==> src/rtl/fwd_pkg.sv <==
package fwd_pkg;
  localparam int REG_W  = 5;
  localparam int DATA_W = 32;
  localparam int N_OPND = 2;

  typedef enum logic [1:0] {
    SEL_RF = 2'b00,
    SEL_MW = 2'b01,
    SEL_XM = 2'b10
  } fwd_sel_e;
endpackage

==> src/rtl/fwd_match.sv <==
module fwd_match #(
  parameter int REG_W = 5
) (
  input  logic             wr_en,
  input  logic [REG_W-1:0] dst,
  input  logic [REG_W-1:0] src,
  output logic             hit
);
  logic dst_live;

  always_comb begin
    dst_live = wr_en && (dst != '0);
    hit      = dst_live && (dst == src);
  end
endmodule

==> src/rtl/fwd_pick.sv <==
module fwd_pick
  import fwd_pkg::*;
(
  input  logic     hit_xm,
  input  logic     hit_mw,
  output fwd_sel_e sel
);
  always_comb begin
    if (hit_xm)      sel = SEL_XM;
    else if (hit_mw) sel = SEL_MW;
    else             sel = SEL_RF;
  end
endmodule

==> src/rtl/fwd_mux.sv <==
module fwd_mux
  import fwd_pkg::*;
#(
  parameter int DATA_W = 32
) (
  input  fwd_sel_e          sel,
  input  logic [DATA_W-1:0] rf_val,
  input  logic [DATA_W-1:0] xm_val,
  input  logic [DATA_W-1:0] mw_val,
  output logic [DATA_W-1:0] out_val
);
  always_comb begin
    unique case (sel)
      SEL_XM:  out_val = xm_val;
      SEL_MW:  out_val = mw_val;
      default: out_val = rf_val;
    endcase
  end
endmodule

==> src/rtl/operand_fwd_unit.sv <==
module operand_fwd_unit
  import fwd_pkg::*;
#(
  parameter int RW = REG_W,
  parameter int DW = DATA_W
) (
  input  logic [RW-1:0] ex_src_a,
  input  logic [RW-1:0] ex_src_b,
  input  logic [DW-1:0] rf_val_a,
  input  logic [DW-1:0] rf_val_b,
  input  logic          xm_wr_en,
  input  logic [RW-1:0] xm_dst,
  input  logic [DW-1:0] xm_result,
  input  logic          mw_wr_en,
  input  logic [RW-1:0] mw_dst,
  input  logic [DW-1:0] mw_wdata,
  output logic [1:0]    fwd_sel_a,
  output logic [1:0]    fwd_sel_b,
  output logic [DW-1:0] opnd_a,
  output logic [DW-1:0] opnd_b
);
  localparam int NO = N_OPND;

  logic [RW-1:0] src_v [NO];
  logic [DW-1:0] rf_v  [NO];
  logic [DW-1:0] out_v [NO];
  fwd_sel_e      sel_v [NO];
  logic          hxm   [NO];
  logic          hmw   [NO];

  assign src_v[0] = ex_src_a;
  assign src_v[1] = ex_src_b;
  assign rf_v[0]  = rf_val_a;
  assign rf_v[1]  = rf_val_b;

  for (genvar g = 0; g < NO; g++) begin : g_opnd
    fwd_match #(.REG_W(RW)) u_hit_xm (
      .wr_en (xm_wr_en),
      .dst   (xm_dst),
      .src   (src_v[g]),
      .hit   (hxm[g])
    );

    fwd_match #(.REG_W(RW)) u_hit_mw (
      .wr_en (mw_wr_en),
      .dst   (mw_dst),
      .src   (src_v[g]),
      .hit   (hmw[g])
    );

    fwd_pick u_pick (
      .hit_xm (hxm[g]),
      .hit_mw (hmw[g]),
      .sel    (sel_v[g])
    );

    fwd_mux #(.DATA_W(DW)) u_mux (
      .sel     (sel_v[g]),
      .rf_val  (rf_v[g]),
      .xm_val  (xm_result),
      .mw_val  (mw_wdata),
      .out_val (out_v[g])
    );

    // Output-versus-port relations for this operand.
    always_comb begin
      // an execute/memory select implies a live matching producer and its value.
      assert_xm_source_R1: assert (sel_v[g] != SEL_XM ||
        (xm_wr_en && xm_dst != '0 && xm_dst == src_v[g] && out_v[g] == xm_result))
        else $error("execute/memory select without live match");
      // a memory/writeback select implies its own match and its value.
      assert_mw_source_R3: assert (sel_v[g] != SEL_MW ||
        (mw_wr_en && mw_dst != '0 && mw_dst == src_v[g] && out_v[g] == mw_wdata))
        else $error("memory/writeback select without live match");
      // when both producers match, the newer one wins.
      assert_newer_wins_R4: assert (!(xm_wr_en && mw_wr_en && xm_dst == mw_dst &&
        xm_dst != '0 && xm_dst == src_v[g]) || sel_v[g] == SEL_XM)
        else $error("older producer chosen over newer");
      // register 0 is never forwarded.
      assert_reg0_local_R5: assert (src_v[g] != '0 || sel_v[g] == SEL_RF)
        else $error("forwarded register zero");
      // code 11 never appears, and a register-file select passes the read value.
      assert_code_legal_R8: assert (sel_v[g] != 2'b11 &&
        (sel_v[g] != SEL_RF || out_v[g] == rf_v[g]))
        else $error("illegal select or wrong default value");
    end
  end

  assign fwd_sel_a = sel_v[0];
  assign fwd_sel_b = sel_v[1];
  assign opnd_a    = out_v[0];
  assign opnd_b    = out_v[1];
endmodule

==> config.mk <==
export PLATFORM = sky130hd
export DESIGN_NAME = operand_fwd_unit
export DESIGN_NICKNAME = d
export VERILOG_FILES = /design/src/rtl/fwd_pkg.sv /design/src/rtl/fwd_match.sv /design/src/rtl/fwd_pick.sv /design/src/rtl/fwd_mux.sv /design/src/rtl/operand_fwd_unit.sv
export SDC_FILE = /design/constraint.sdc
export NUM_CORES = 1
export LEC_CHECK = 0
export BUFFER_PORTS_ARGS = -buffer_cell sky130_fd_sc_hd__clkbuf_2
export CORE_AREA = 2 2 85 87
export DETAILED_ROUTE_END_ITERATION = 10
export DIE_AREA = 0 0 87 89
export PLACE_DENSITY_LB_ADDON = 0.15
export REMOVE_ABC_BUFFERS = 1
export SLEW_MARGIN = 5
export SYNTH_ARGS = -nofsm -noshare
export SYNTH_HDL_FRONTEND = slang
export SYNTH_SLANG_ARGS = --single-unit
==> constraint.sdc <==
create_clock -name vclk -period 4.5
set_input_delay 0.45 -clock vclk [all_inputs]
set_output_delay 0.45 -clock vclk [all_outputs]
set_load 0.005 [all_outputs]
==> impl_results.md <==
- DIE AREA: 7743 µm²
- Area grow syn2layout: 44.80%
- Max Fclk: about 310 MHz
- Total wire length: around 11,000 µm
- Number of antenna violations at the first check in global routing: 0
- RSZ-0062 raised after global routing: no
- Post-route ant nets: 0
- Critical path, cell by cell: clkbuf_2 -> or4_4 -> o211ai_2 -> buf_4 -> or2_1 -> buf_4 -> a31oi_1 -> clkbuf_2
- Fin cells: between 600 and 700
- Crit share post-route: 0.7201
- Die extent in x: 87 µm
- Nets@finish: 713
- Post-route DRC violation count: 0
- Synth Warn #: 0
- Met3 GRT Util: 0.01939
- Worst Path Class, Setup: in -> out
- Synth unique cells: 26
- Met1 Use GR: 0.3587
- Register area share after synthesis: 0
- Fin util: 0.5080
- Hpwl dp: 8305 µm
- Mean Syn Cell Area: about 6.0 µm²
- Post-route minimum period: 3.240 ns
- Ant. Diodes: 0
- Max IR drop VDD: 0.0001054 V
- First-pass GRT wire length: roughly 18,000 µm
- FF+latch count: 0
- Routed wire length per instance: 17.87 µm
- Placer Congestion: 0.8945
- DRT iter0 DRCs: 254
- Number of global-route vias before repair: 3,542
- Reg area: 0 µm²
- Core box area: 6719 µm²
- Outcome: finished clean
- Worst hold path class: in -> out
- Total iterations of the first detailed-routing run: 5
- Max-Cap Viols: 0
- Gate Count Post-Synth: 393
- Setup violators final: 0
- Drt via density: 6.089
- # IOs: 218
- Worst slew pin tran: 0.8111 ns
- Fin. Hold Viols: 0
- Worst Path Arrival: 2.79 ns
- P_leak: 0.001500 µW
- Synth top area cells: o31ai_1, a31oi_1, nor3_1
- Die height: between 80 and 90 µm
- Pwr Density: 102.9 nW/µm²
- Gr ovfl total: 0
- Max-slew violation count: 0
- Most heavily used metal layer in global routing: met2
- Top-area cell type share of the netlist area: 0.2006
- Post-cts sizing count: 0
- Setup TNS: 0 ns
- Clock Buffer Count: 0
- PortBufs: around 220
- Crit start category: input pin
- Post-CTS setup buffer count: 0
- Slowest cell on crit path: or4_4
- Setup crit end: opnd_a[1]
- Row count: 30
- Starting density of the core: 0.3508
- Met2 usage: 0.4837
- Worst Setup SP: xm_dst[4]
- Vias: 3,903
- Crit path largest cell delay: 0.55 ns
- Critical Path RT: 4.05 ns
- Min-Delay Path Depth: 4
- Count leader, synth: nor3_1
- Max-slew headroom: 0.4574
- Share of post-route cells with drive strength above 1: 0.4367
- Hold bufs inserted after CTS: 0
- Mapped cell area: 2357 µm²
- Pin count of the biggest net entering global routing: 59
- Setup crit end kind: output port
- Crit-path max FO: 33
- Post-synth top cells: nor3_1, a31oi_1, o31ai_1, clkbuf_1, nand4_1
- Area leader, netlist: o31ai_1
- Total GRT Usage: 0.2704
- Post-placement cell count: 641
==> cell usage in the layout, fill, tap and decap left out, types with 2 or more instances in the layout <==
| cell | netlist | layout |
|---|---|---|
| nor4_1 | 3 | 3 |
| a31oi_1 | 63 | 63 |
| nand4_1 | 34 | 34 |
| inv_2 | 2 | 2 |
| nor3_1 | 64 | 63 |
| o31a_1 | 2 | 2 |
| o31ai_1 | 63 | 63 |
| inv_1 | 33 | 33 |
| xor2_1 | 5 | 5 |
| xnor2_1 | 15 | 15 |
| clkbuf_2 | 0 | 218 |
| or4_1 | 31 | 31 |
| or2_1 | 2 | 2 |
| o211ai_2 | 2 | 2 |
| buf_4 | 2 | 13 |
| or3_1 | 2 | 2 |
==> layer usage <==
layer	part of all wire	vias to the layer above
li1	-	1906
met1	0.41	1731
met2	0.49	245
met3	0.086	21
met4	0.018	0
met5	0	-
==> kinds of logic (layout without fill, tap and decap cells) <==
kind of cell	count (synthesis)	after routing	share of synthesized area
buffers and inverters	99	267	0.1709
xor gates and xnor gates	20	20	0.07431
AOI/OAI and AO/OA	132	132	0.3933
and+or+nand+nor	142	142	0.3615
==> worst max-delay path, delay by kind of cell <==
kind                   cells  cell delay [ns]
AO/OA/AOI/OAI              2             0.27
buffers and inverters      4             0.95
AND/OR/NAND/NOR            2             1.09
==> final cells by class <==
cell class | instances | area (µm²)
fillers | 728 | 3306
inverters | 35 | 131.4
multi-input cells | 294 | 1973
well taps | 80 | 100.1
repair buffers | 232 | 1209
==> where the power goes <==
part / leakage, µW / total (µW) / internal, µW / switching (µW)
clock network: 0 / 0 / 0 / 0
logic: 0.00150 / 351 / 137 / 214
registers: 0 / 0 / 0 / 0
==> how the worst min path moves through the flow <==
stage	from	endpoint
2_1_floorplan	rf_val_a[0]	opnd_a[0]
3_3_place_gp	rf_val_a[6]	opnd_a[6]
3_5_place_dp	rf_val_a[16]	opnd_a[16]
4_1_cts	rf_val_a[15]	opnd_a[15]
5_1_grt	rf_val_a[10]	opnd_a[10]
6_report	rf_val_a[15]	opnd_a[15]
==> metrics by stage <==
stage | worst slack (ns) | cell area [µm²] | total power (µW) | hold WS [ns]
2_1_floorplan | 1.223 | 2086 | 155.5 | 1.030
3_5_place_dp | 1.273 | 3413 | 347.5 | 1.214
3_3_place_gp | 1.367 | 3413 | 343.9 | 1.212
4_1_cts | 1.271 | 3413 | 348.7 | 1.215
5_1_grt | 1.153 | 3413 | 382.6 | 1.232
6_report | 1.260 | 3413 | 351.2 | 1.211
No activity file was read; power rests on OpenSTA's default activity.
